**src/rtl/wiper_pkg.sv**
```systemverilog
package wiper_pkg;

    typedef enum logic [1:0] {
        MOVE_HOLD = 2'd0,
        MOVE_UP   = 2'd1,
        MOVE_DOWN = 2'd2
    } move_e;

    typedef struct packed {
        logic sel_n;
        logic inc_n;
        logic up;
    } ctl_t;

    localparam int CTL_W = $bits(ctl_t);

endpackage

```
**src/rtl/wiper_sync.sv**
```systemverilog
module wiper_sync #(
    parameter int              WIDTH     = 3,
    parameter int              STAGES    = 2,
    parameter logic [WIDTH-1:0] RESET_VAL = '0
) (
    input  logic             clk,
    input  logic             rst_n,
    input  logic [WIDTH-1:0] async_i,
    output logic [WIDTH-1:0] sync_o
);

    logic [WIDTH-1:0] stage_d [STAGES];
    logic [WIDTH-1:0] stage_q [STAGES];

    always_comb begin
        stage_d[0] = async_i;
        for (int i = 1; i < STAGES; i++) begin
            stage_d[i] = stage_q[i-1];
        end
    end

    always_ff @(posedge clk or negedge rst_n) begin
        if (!rst_n) begin
            for (int i = 0; i < STAGES; i++) begin
                stage_q[i] <= RESET_VAL;
            end
        end else begin
            for (int i = 0; i < STAGES; i++) begin
                stage_q[i] <= stage_d[i];
            end
        end
    end

    assign sync_o = stage_q[STAGES-1];

endmodule

```
**src/rtl/wiper_edge_ctrl.sv**
```systemverilog
module wiper_edge_ctrl
    import wiper_pkg::*;
(
    input  logic  clk,
    input  logic  rst_n,
    input  ctl_t  ctl_i,
    output move_e move_o,
    output logic  standby_o
);

    typedef struct packed {
        logic inc_prev_n;
        logic sel_prev_n;
        logic standby;
    } edge_state_t;

    edge_state_t st_d, st_q;
    move_e       move_d;
    logic        inc_fall;
    logic        sel_rise;

    always_comb begin
        st_d       = st_q;
        move_d     = MOVE_HOLD;
        inc_fall   = st_q.inc_prev_n & ~ctl_i.inc_n;
        sel_rise   = ~st_q.sel_prev_n & ctl_i.sel_n;

        st_d.inc_prev_n = ctl_i.inc_n;
        st_d.sel_prev_n = ctl_i.sel_n;

        // accept a step only while the synchronized select is low
        if (inc_fall && !ctl_i.sel_n) begin
            move_d = ctl_i.up ? MOVE_UP : MOVE_DOWN;
        end

        if (!ctl_i.sel_n) begin
            st_d.standby = 1'b0;
        end else if (sel_rise && ctl_i.inc_n) begin
            st_d.standby = 1'b1;
        end
    end

    always_ff @(posedge clk or negedge rst_n) begin
        if (!rst_n) begin
            st_q.inc_prev_n <= 1'b1;
            st_q.sel_prev_n <= 1'b1;
            st_q.standby    <= 1'b0;
        end else begin
            st_q <= st_d;
        end
    end

    assign move_o    = move_d;
    assign standby_o = st_q.standby;

endmodule

```
**src/rtl/wiper_pos_counter.sv**
```systemverilog
module wiper_pos_counter
    import wiper_pkg::*;
#(
    parameter int TAP_COUNT   = 32,
    parameter int DEFAULT_TAP = 15,
    localparam int POS_W      = $clog2(TAP_COUNT)
) (
    input  logic             clk,
    input  logic             rst_n,
    input  move_e            move_i,
    output logic [POS_W-1:0] pos_o,
    output logic             moved_o
);

    localparam logic [POS_W-1:0] POS_MAX  = POS_W'(TAP_COUNT - 1);
    localparam logic [POS_W-1:0] POS_INIT = POS_W'(DEFAULT_TAP);

    typedef struct packed {
        logic [POS_W-1:0] pos;
        logic             moved;
    } cnt_state_t;

    cnt_state_t cnt_d, cnt_q;

    always_comb begin
        cnt_d       = cnt_q;
        cnt_d.moved = 1'b0;
        unique case (move_i)
            MOVE_UP: begin
                if (cnt_q.pos != POS_MAX) begin
                    cnt_d.pos   = cnt_q.pos + POS_W'(1);
                    cnt_d.moved = 1'b1;
                end
            end
            MOVE_DOWN: begin
                if (cnt_q.pos != '0) begin
                    cnt_d.pos   = cnt_q.pos - POS_W'(1);
                    cnt_d.moved = 1'b1;
                end
            end
            default: ;
        endcase
    end

    always_ff @(posedge clk or negedge rst_n) begin
        if (!rst_n) begin
            cnt_q.pos   <= POS_INIT;
            cnt_q.moved <= 1'b0;
        end else begin
            cnt_q <= cnt_d;
        end
    end

    assign pos_o   = cnt_q.pos;
    assign moved_o = cnt_q.moved;

endmodule

```
**src/rtl/wiper_tap_decode.sv**
```systemverilog
module wiper_tap_decode #(
    parameter int TAP_COUNT = 32,
    localparam int POS_W    = $clog2(TAP_COUNT)
) (
    input  logic [POS_W-1:0]     pos_i,
    output logic [TAP_COUNT-1:0] tap_sel_o
);

    for (genvar i = 0; i < TAP_COUNT; i++) begin : g_tap
        assign tap_sel_o[i] = (pos_i == POS_W'(i));
    end

endmodule

```
**src/rtl/wiper_step_ctrl.sv**
```systemverilog
module wiper_step_ctrl
    import wiper_pkg::*;
#(
    parameter int TAP_COUNT   = 32,
    parameter int DEFAULT_TAP = 15,
    parameter int SYNC_STAGES = 2,
    localparam int POS_W      = $clog2(TAP_COUNT)
) (
    input  logic                 clk,
    input  logic                 rst_n,
    input  logic                 sel_n_i,
    input  logic                 inc_n_i,
    input  logic                 dir_up_i,
    output logic [TAP_COUNT-1:0] tap_sel_o,
    output logic [POS_W-1:0]     position_o,
    output logic                 moved_o,
    output logic                 standby_o
);

    // idle lines: deselected, increment high, direction don't-care
    localparam logic [CTL_W-1:0] CTL_IDLE = CTL_W'(3'b110);

    logic [CTL_W-1:0] ctl_raw;
    logic [CTL_W-1:0] ctl_sync;
    ctl_t             ctl;
    move_e            move;

    assign ctl_raw = {sel_n_i, inc_n_i, dir_up_i};
    assign ctl     = ctl_t'(ctl_sync);

    wiper_sync #(
        .WIDTH     (CTL_W),
        .STAGES    (SYNC_STAGES),
        .RESET_VAL (CTL_IDLE)
    ) u_sync (
        .clk     (clk),
        .rst_n   (rst_n),
        .async_i (ctl_raw),
        .sync_o  (ctl_sync)
    );

    wiper_edge_ctrl u_edge (
        .clk       (clk),
        .rst_n     (rst_n),
        .ctl_i     (ctl),
        .move_o    (move),
        .standby_o (standby_o)
    );

    wiper_pos_counter #(
        .TAP_COUNT   (TAP_COUNT),
        .DEFAULT_TAP (DEFAULT_TAP)
    ) u_cnt (
        .clk     (clk),
        .rst_n   (rst_n),
        .move_i  (move),
        .pos_o   (position_o),
        .moved_o (moved_o)
    );

    wiper_tap_decode #(
        .TAP_COUNT (TAP_COUNT)
    ) u_dec (
        .pos_i     (position_o),
        .tap_sel_o (tap_sel_o)
    );

endmodule

```
**config.mk**
```make
export PLATFORM = sky130hd
export DESIGN_NAME = wiper_step_ctrl
export DESIGN_NICKNAME = d
export VERILOG_FILES = /design/src/rtl/wiper_pkg.sv /design/src/rtl/wiper_sync.sv /design/src/rtl/wiper_edge_ctrl.sv /design/src/rtl/wiper_pos_counter.sv /design/src/rtl/wiper_tap_decode.sv /design/src/rtl/wiper_step_ctrl.sv
export SDC_FILE = /design/constraint.sdc
export NUM_CORES = 1
export LEC_CHECK = 0
export CAP_MARGIN = 20
export CORE_AREA = 5 5 55 57
export DETAILED_ROUTE_END_ITERATION = 8
export DIE_AREA = 0 0 60 62
export PLACE_DENSITY = 0.72
export SYNTH_ARGS = -nofsm -noshare
export SYNTH_HDL_FRONTEND = slang
export SYNTH_SLANG_ARGS = --single-unit
```
**constraint.sdc**
```tcl
create_clock -name clk -period 2 [get_ports clk]
set_input_delay 0.3 -clock clk [delete_from_list [all_inputs] [get_ports clk]]
set_output_delay 0.3 -clock clk [all_outputs]
set_load 0.01 [all_outputs]
```
==> summary.md, run 1 <==
| Metric | Value |
|---|---|
| Status | `finished, final reports clean` |
| Count of flip-flops with a built-in enable after synthesis | `0` |
| Period utilisation layout | `0.983` |
| Root buf cell | `clkbuf_4` |
| Util after Layout | `0.608` |
| Die Height | `62 um` |
| Final wirelength | `2.61 mm` |
| Max rail drop VDD | `697 uV` |
| Synth unique cells | `38` |
| Die ar. | `3720 um2` |
| Origin of the worst setup path | `u_cnt.pos_o[1]` |
| Hold Vio Cnt, Final | `0` |
| Drt pass-1 iters | `5` |
| Layout cells sized above 1 | `0.344` |
| Comb pwr share | `0.600` |
| Reg-to-Reg End | `u_cnt.pos_o[3]` |
| Power per cell area | `1000 nW/um2` |
| Die W | `60 um` |
| Starting DRC count in detailed routing | `30` |
| CTS Sinks | `15` |
| Syn Area/Cell | `9.08 um2` |
| Crit start category | `flip-flop` |
| Slew Viols, Final | `0` |
| DP HPWL | `2.10 mm` |
| Min cycle time layout | `1.97 ns` |
| H-tree depth | `1` |
| End of the critical path | `tap_sel_o[13]` |
| Number of I/O pins | `44` |
| Fin area | `1480 um2` |
| Setup Skew | `0.000468 ns` |
| RSZ-0062 raised after global routing | `yes` |
| Vias per cell | `5.04` |
| Fillcell total | `230` |
| Final WS setup | `0.0342 ns` |
| Core area | `2430 um2` |
| First-pass GRT wire length | `4.10 mm` |
| Max Fclk | `0.509 GHz` |
| Num CTS Buffers | `3` |
| Relative slew slack | `0.590` |
| Initial antenna violation count | `0` |
| Commonest cells in the netlist | `nor2_1, dfstp_2, nand2_1` |
| Crit. End Element | `primary output` |
| Worst-margin pin slew | `0.613 ns` |
| DRC Markers | `0` |
| Worst skew pair latency | `0.27 ns` |
| Final setup viols | `0` |
| Post-Syn Nets | `115` |
| Critical path type | `reg -> out` |
| Sequential share of power | `0.291` |
| Most frequent cell after synthesis | `nor2_1` |
| I/O Buffers | `43` |
| CTS tree | `done` |
| Total gr overflow | `0` |
| Yosys top cell area share | `0.278` |
| Top post-synthesis cells by area | `dfstp_2, dfrtp_1, nor2_1` |
| Post-place setup slack | `-0.000877 ns` |
| Std-Cell Rows | `18` |
| Reg2reg setup slack | `0.10 ns` |
| Min Hold Slack | `0.359 ns` |
| Area post-placement | `1460 um2` |
| Reg2reg path depth | `7` |
| Largest net degree at the start of global routing | `16` |
| Antenna cell count | `0` |
| GR Util All Layers | `0.144` |
| R2R Path Start | `u_cnt.pos_o[1]` |
| Asr flop ratio synth | `1.00` |
| Vias | `957` |
| Max Root-Sink Buffers | `2` |
| Synthesis-stage register bit count | `15` |
| Max cap viols | `0` |
| Worst Path Arrival | `1.67 ns` |
| Sequential area share after synthesis | `0.411` |
| Clock share of power | `0.109` |
| Worst endpoint required time | `1.70 ns` |
| Area grow syn2layout | `56.6%` |
| Starting Density | `0.388` |
| Post-route ant nets | `0` |
| Vias in the first global route | `976` |
| Switching share of total power | `0.399` |
| Top FF cell, synth | `dfstp_2` |
| YS warnings | `0` |
| Cell taking the most area after synthesis | `dfstp_2` |
| Layout net count | `172` |
| GP Congestion | `0.908` |
| HP Class | `reg -> reg` |
| WL per Instance | `13.7 um` |
| Worst-path clk slew | `0.08 ns` |
| P_sw | `591 uW` |
| Mapped Area | `945 um2` |
| CP Max Fanout | `4` |
| Int Power | `890 uW` |
| P_leak | `0.000706 uW` |
| Cells after Synth | `104` |
## cell type report
type	count	area [um2]	share of cell area
multi-input cells	81	544	0.368
clock buffers	3	22.5	0.0152
flip-flops and latches	15	388	0.262
repair buffers	56	465	0.315
clock inverters	1	5.00	0.00338
well taps	30	37.5	0.0254
inverters	4	16.3	0.0110
## state kept, by name, summed over array words and instances, names as in the netlist
| signal | count |
|---|---|
| u_cnt.moved_o | 1 |
| u_cnt.pos_o | 5 |
| u_edge.st_q | 2 |
| u_edge.standby_o | 1 |
| u_sync.stage_d | 3 |
| u_sync.sync_o | 3 |
## power groups by stage
stage | clock network, uW | logic [uW] | registers (uW)
2_1_floorplan | 0 | 415 | 461
3_3_place_gp | 0 | 817 | 441
3_5_place_dp | 0 | 838 | 444
4_1_cts | 172 | 871 | 428
5_1_grt | 184 | 959 | 438
6_report | 161 | 889 | 432
## metrics by stage
step                instances   TNS (ns)  total power (uW)
finish                    190          0              1480
detailed placement        183  -0.000877              1280
floorplan                 104          0               876
global route              190   -0.00698              1580
CTS                       190    -0.0155              1470
global placement          183          0              1260
## worst min-delay path by stage
stage	start	slack, ns	cells past startpoint	end
2_1_floorplan	rst_n	0.004	0	u_cnt.moved_o
3_3_place_gp	u_sync.stage_d[0]	0.34	0	u_sync.sync_o[0]
3_5_place_dp	u_sync.stage_d[0]	0.34	0	u_sync.sync_o[0]
4_1_cts	u_sync.stage_d[2]	0.36	0	u_sync.sync_o[2]
5_1_grt	u_sync.stage_d[2]	0.37	0	u_sync.sync_o[2]
6_report	u_sync.stage_d[2]	0.36	0	u_sync.sync_o[2]
## worst max-delay path: stages (launching register included)
cell	delay, ns
dfstp_2	0.56
inv_1	0.07
buf_4	0.14
ha_2	0.19
and3_1	0.16
dlygate4sd2_1	0.28
## layout by cell type, fill, tap and decap left out, types with 2 or more instances in the layout
cell type        instances
ha_2                     2
buf_4                   13
and3_2                   2
and3_1                   5
nand2_1                  5
dfrtp_1                  5
clkbuf_2                11
nor2_1                  23
or4b_4                   2
ha_1                     3
nor4_1                   2
o21ai_0                  4
nor3b_1                  2
nand3_1                  2
dfstp_2                 10
clkinv_2                 2
clkbuf_4                 3
dlygate4sd2_1            8
clkdlybuf4s15_1         13
inv_1                    3
nand2_2                  5
clkdlybuf4s50_1         10
## layer usage
layer | routed length, um | vias to the layer above | GRT usage | part of all wire
met5 | 0 | - | 0 | 0
met4 | 36 | 0 | 0.0633 | 0.014
met3 | 320 | 4 | 0.0393 | 0.12
met2 | 1210 | 53 | 0.264 | 0.47
met1 | 1040 | 426 | 0.156 | 0.40
li1 | - | 474 | - | -
## kinds of logic (layout without fill, tap and decap cells)
kind of cell    Yosys count  after routing  share of synthesized area
compound gates           15             15                      0.121
xor+xnor                  1              1                    0.00927
flops                    15             15                      0.411
fa+ha+maj                 6              6                     0.0795
simple gates             59             59                      0.331
buf+inv                   8             64                     0.0490
## repair_timing
action | 4_1_cts | 5_1_grt
hold buffers | 0 | 0
endpoints found under the hold margin | 0 | 0
resized for setup | 43 | 35
buffers inserted | 3 | 0
endpoints found under the setup margin | 32 | 29
pin swaps | 1 | 1
(Power assumes the default switching activity.)
==> run 2, diff against run 1 <==
--- a/config.mk
+++ b/config.mk
@@ -6,10 +6,10 @@
 export NUM_CORES = 1
 export LEC_CHECK = 0
 export CAP_MARGIN = 20
-export CORE_AREA = 5 5 55 57
+export CORE_AREA = 5 5 43 73
 export DETAILED_ROUTE_END_ITERATION = 8
-export DIE_AREA = 0 0 60 62
-export PLACE_DENSITY = 0.72
+export DIE_AREA = 0 0 48 78
+export PLACE_DENSITY = 0.71
 export SYNTH_ARGS = -nofsm -noshare
 export SYNTH_HDL_FRONTEND = slang
 export SYNTH_SLANG_ARGS = --single-unit
==> summary.md, run 2 (synthesis results as in run 1) <==
| Metric | Value |
|---|---|
| WL per Instance | `14.9 um` |
| Reg-to-Reg End | `u_cnt.pos_o[3]` |
| DP HPWL | `2.30 mm` |
| CTS Sinks | `15` |
| Most frequent cells in the layout | `nor2_1, dlygate4sd2_1, buf_4` |
| Largest net degree at the start of global routing | `16` |
| DRC Markers | `0` |
| Worst skew pair latency | `0.24 ns` |
| Worst-margin pin slew | `0.614 ns` |
| Core area | `2460 um2` |
| Die ar. | `3740 um2` |
| Final setup viols | `0` |
| Reg2reg path depth | `7` |
| Crit. End Element | `primary output` |
| Starting DRC count in detailed routing | `20` |
| Min cycle time layout | `1.94 ns` |
| Largest register FFs | `5` |
| GP Congestion | `0.791` |
| Vias | `979` |
| Antenna cell count | `0` |
| Hold_sp | `u_sync.stage_d[0]` |
| Util after Layout | `0.614` |
| HP Class | `reg -> reg` |
| Sequential share of power | `0.287` |
| Setup Skew | `0.00147 ns` |
| Hold Path Sink | `u_sync.sync_o[0]` |
| Final wirelength | `2.77 mm` |
| CP Max Fanout | `7` |
| Status | `finished, final reports clean` |
| CTS tree | `done` |
| Initial antenna violation count | `0` |
| Num CTS Buffers | `3` |
| P_leak | `0.000734 uW` |
| Origin of the worst setup path | `u_cnt.pos_o[1]` |
| Post-route ant nets | `0` |
| Final Power | `1540 uW` |
| Layout cells sized above 1 | `0.306` |
| P_sw | `596 uW` |
| Std-Cell Rows | `24` |
| Relative slew slack | `0.589` |
| Vias per cell | `5.26` |
| Max Fclk | `0.515 GHz` |
| Hold Vio Cnt, Final | `0` |
| Vias in the first global route | `978` |
| First-pass GRT wire length | `4.25 mm` |
| Crit start category | `flip-flop` |
| I/O Buffers | `43` |
| GR Util All Layers | `0.154` |
| Max rail drop VDD | `591 uV` |
| Drt pass-1 iters | `4` |
| Area grow syn2layout | `60.1%` |
| Worst Path Arrival | `1.64 ns` |
| Power per cell area | `1020 nW/um2` |
| Max Root-Sink Buffers | `2` |
| Max cap viols | `0` |
| Commonest non-fill, non-tap cell in the layout | `nor2_1` |
| Switching share of total power | `0.386` |
| R2R Path Start | `u_cnt.pos_o[1]` |
| RSZ-0062 raised after global routing | `yes` |
| Worst endpoint required time | `1.70 ns` |
| Die W | `48 um` |
| Hold Path Depth | `0` |
| Critical path type | `reg -> out` |
| Worst-path clk slew | `0.06 ns` |
| Clock share of power | `0.153` |
| Hold-fix buffers, CTS | `0` |
| Starting Density | `0.384` |
| H-tree depth | `1` |
| Layout net count | `172` |
| Number of I/O pins | `44` |
| Root buf cell | `clkbuf_8` |
| Total gr overflow | `0` |
| Int Power | `946 uW` |
| Reg2reg setup slack | `0.07 ns` |
| Die Height | `78 um` |
| Comb pwr share | `0.560` |
| Slew Viols, Final | `0` |
| Period utilisation layout | `0.972` |
==> run 2: cell count changes in the layout (fill, tap and decap cells not counted), sizes merged <==
cell,change
dlygate4sd2,+9
clkbuf,-7
clkdlybuf4s15,-2
clkdlybuf4s50,+1
dlymetal6s2s,-1
==> run 2: layout make-up <==
type | count | area, um2
inverter | 4 | 16.3
clock buffer | 3 | 41.3
timing repair buffer | 56 | 487
multi-input combinational | 81 | 543
clock inverter | 1 | 5.00
tap | 26 | 32.5
sequential | 15 | 388
fill | 229 | 950
==> run 2: worst max-delay path, stage by stage, from the launching register on <==
cell and delay [ns]:
dfstp_2 0.57, inv_1 0.07, ha_1 0.19, buf_4 0.17, nand2_2 0.09, nor2_1 0.04
dlygate4sd2_1 0.28
==> run 2: power groups by stage <==
| stage | Sequential [uW] | Combinational, uW | Clock (uW) |
|---|---|---|---|
| after global routing | 449 | 951 | 258 |
| after global placement | 443 | 822 | 0 |
| after floorplan | 461 | 415 | 0 |
| final | 442 | 863 | 236 |
| after CTS | 438 | 828 | 250 |
| after detailed placement | 449 | 839 | 0 |
==> run 2: worst max path at each step <==
| stage | end | cells after the start |
|---|---|---|
| floorplan | u_cnt.pos_o[2] | 6 |
| global placement | tap_sel_o[0] | 5 |
| finish | tap_sel_o[16] | 6 |
| CTS | tap_sel_o[28] | 5 |
| global route | u_cnt.pos_o[2] | 7 |
| detailed placement | tap_sel_o[0] | 5 |
==> run 2: metal layers <==
metal | up-vias | track usage | routed length (um)
li1 | 476 | - | -
met1 | 449 | 0.134 | 897
met2 | 48 | 0.305 | 1570
met3 | 6 | 0.0231 | 246
met4 | 0 | 0.0593 | 58
met5 | - | 0 | 0
==> run 2: metrics by stage <==
step / worst slack [ns] / cells / cell area [um2] / TNS, ns / hold WS (ns)
finish: 0.0564 / 186 / 1510 / 0 / 0.352
global route: -0.0431 / 186 / 1510 / -0.119 / 0.364
CTS: 0.00484 / 185 / 1480 / 0 / 0.355
detailed placement: 0.0212 / 180 / 1460 / 0 / 0.341
global placement: 0.0462 / 180 / 1460 / 0 / 0.339
floorplan: 0.0823 / 104 / 945 / 0 / 0.00441
==> run 2: repair_timing <==
| action | CTS | global route |
|---|---|---|
| buffers inserted | 1 | 1 |
| resized for setup | 36 | 25 |
| pin swaps | 0 | 2 |
| setup endpoints to repair | 32 | 28 |
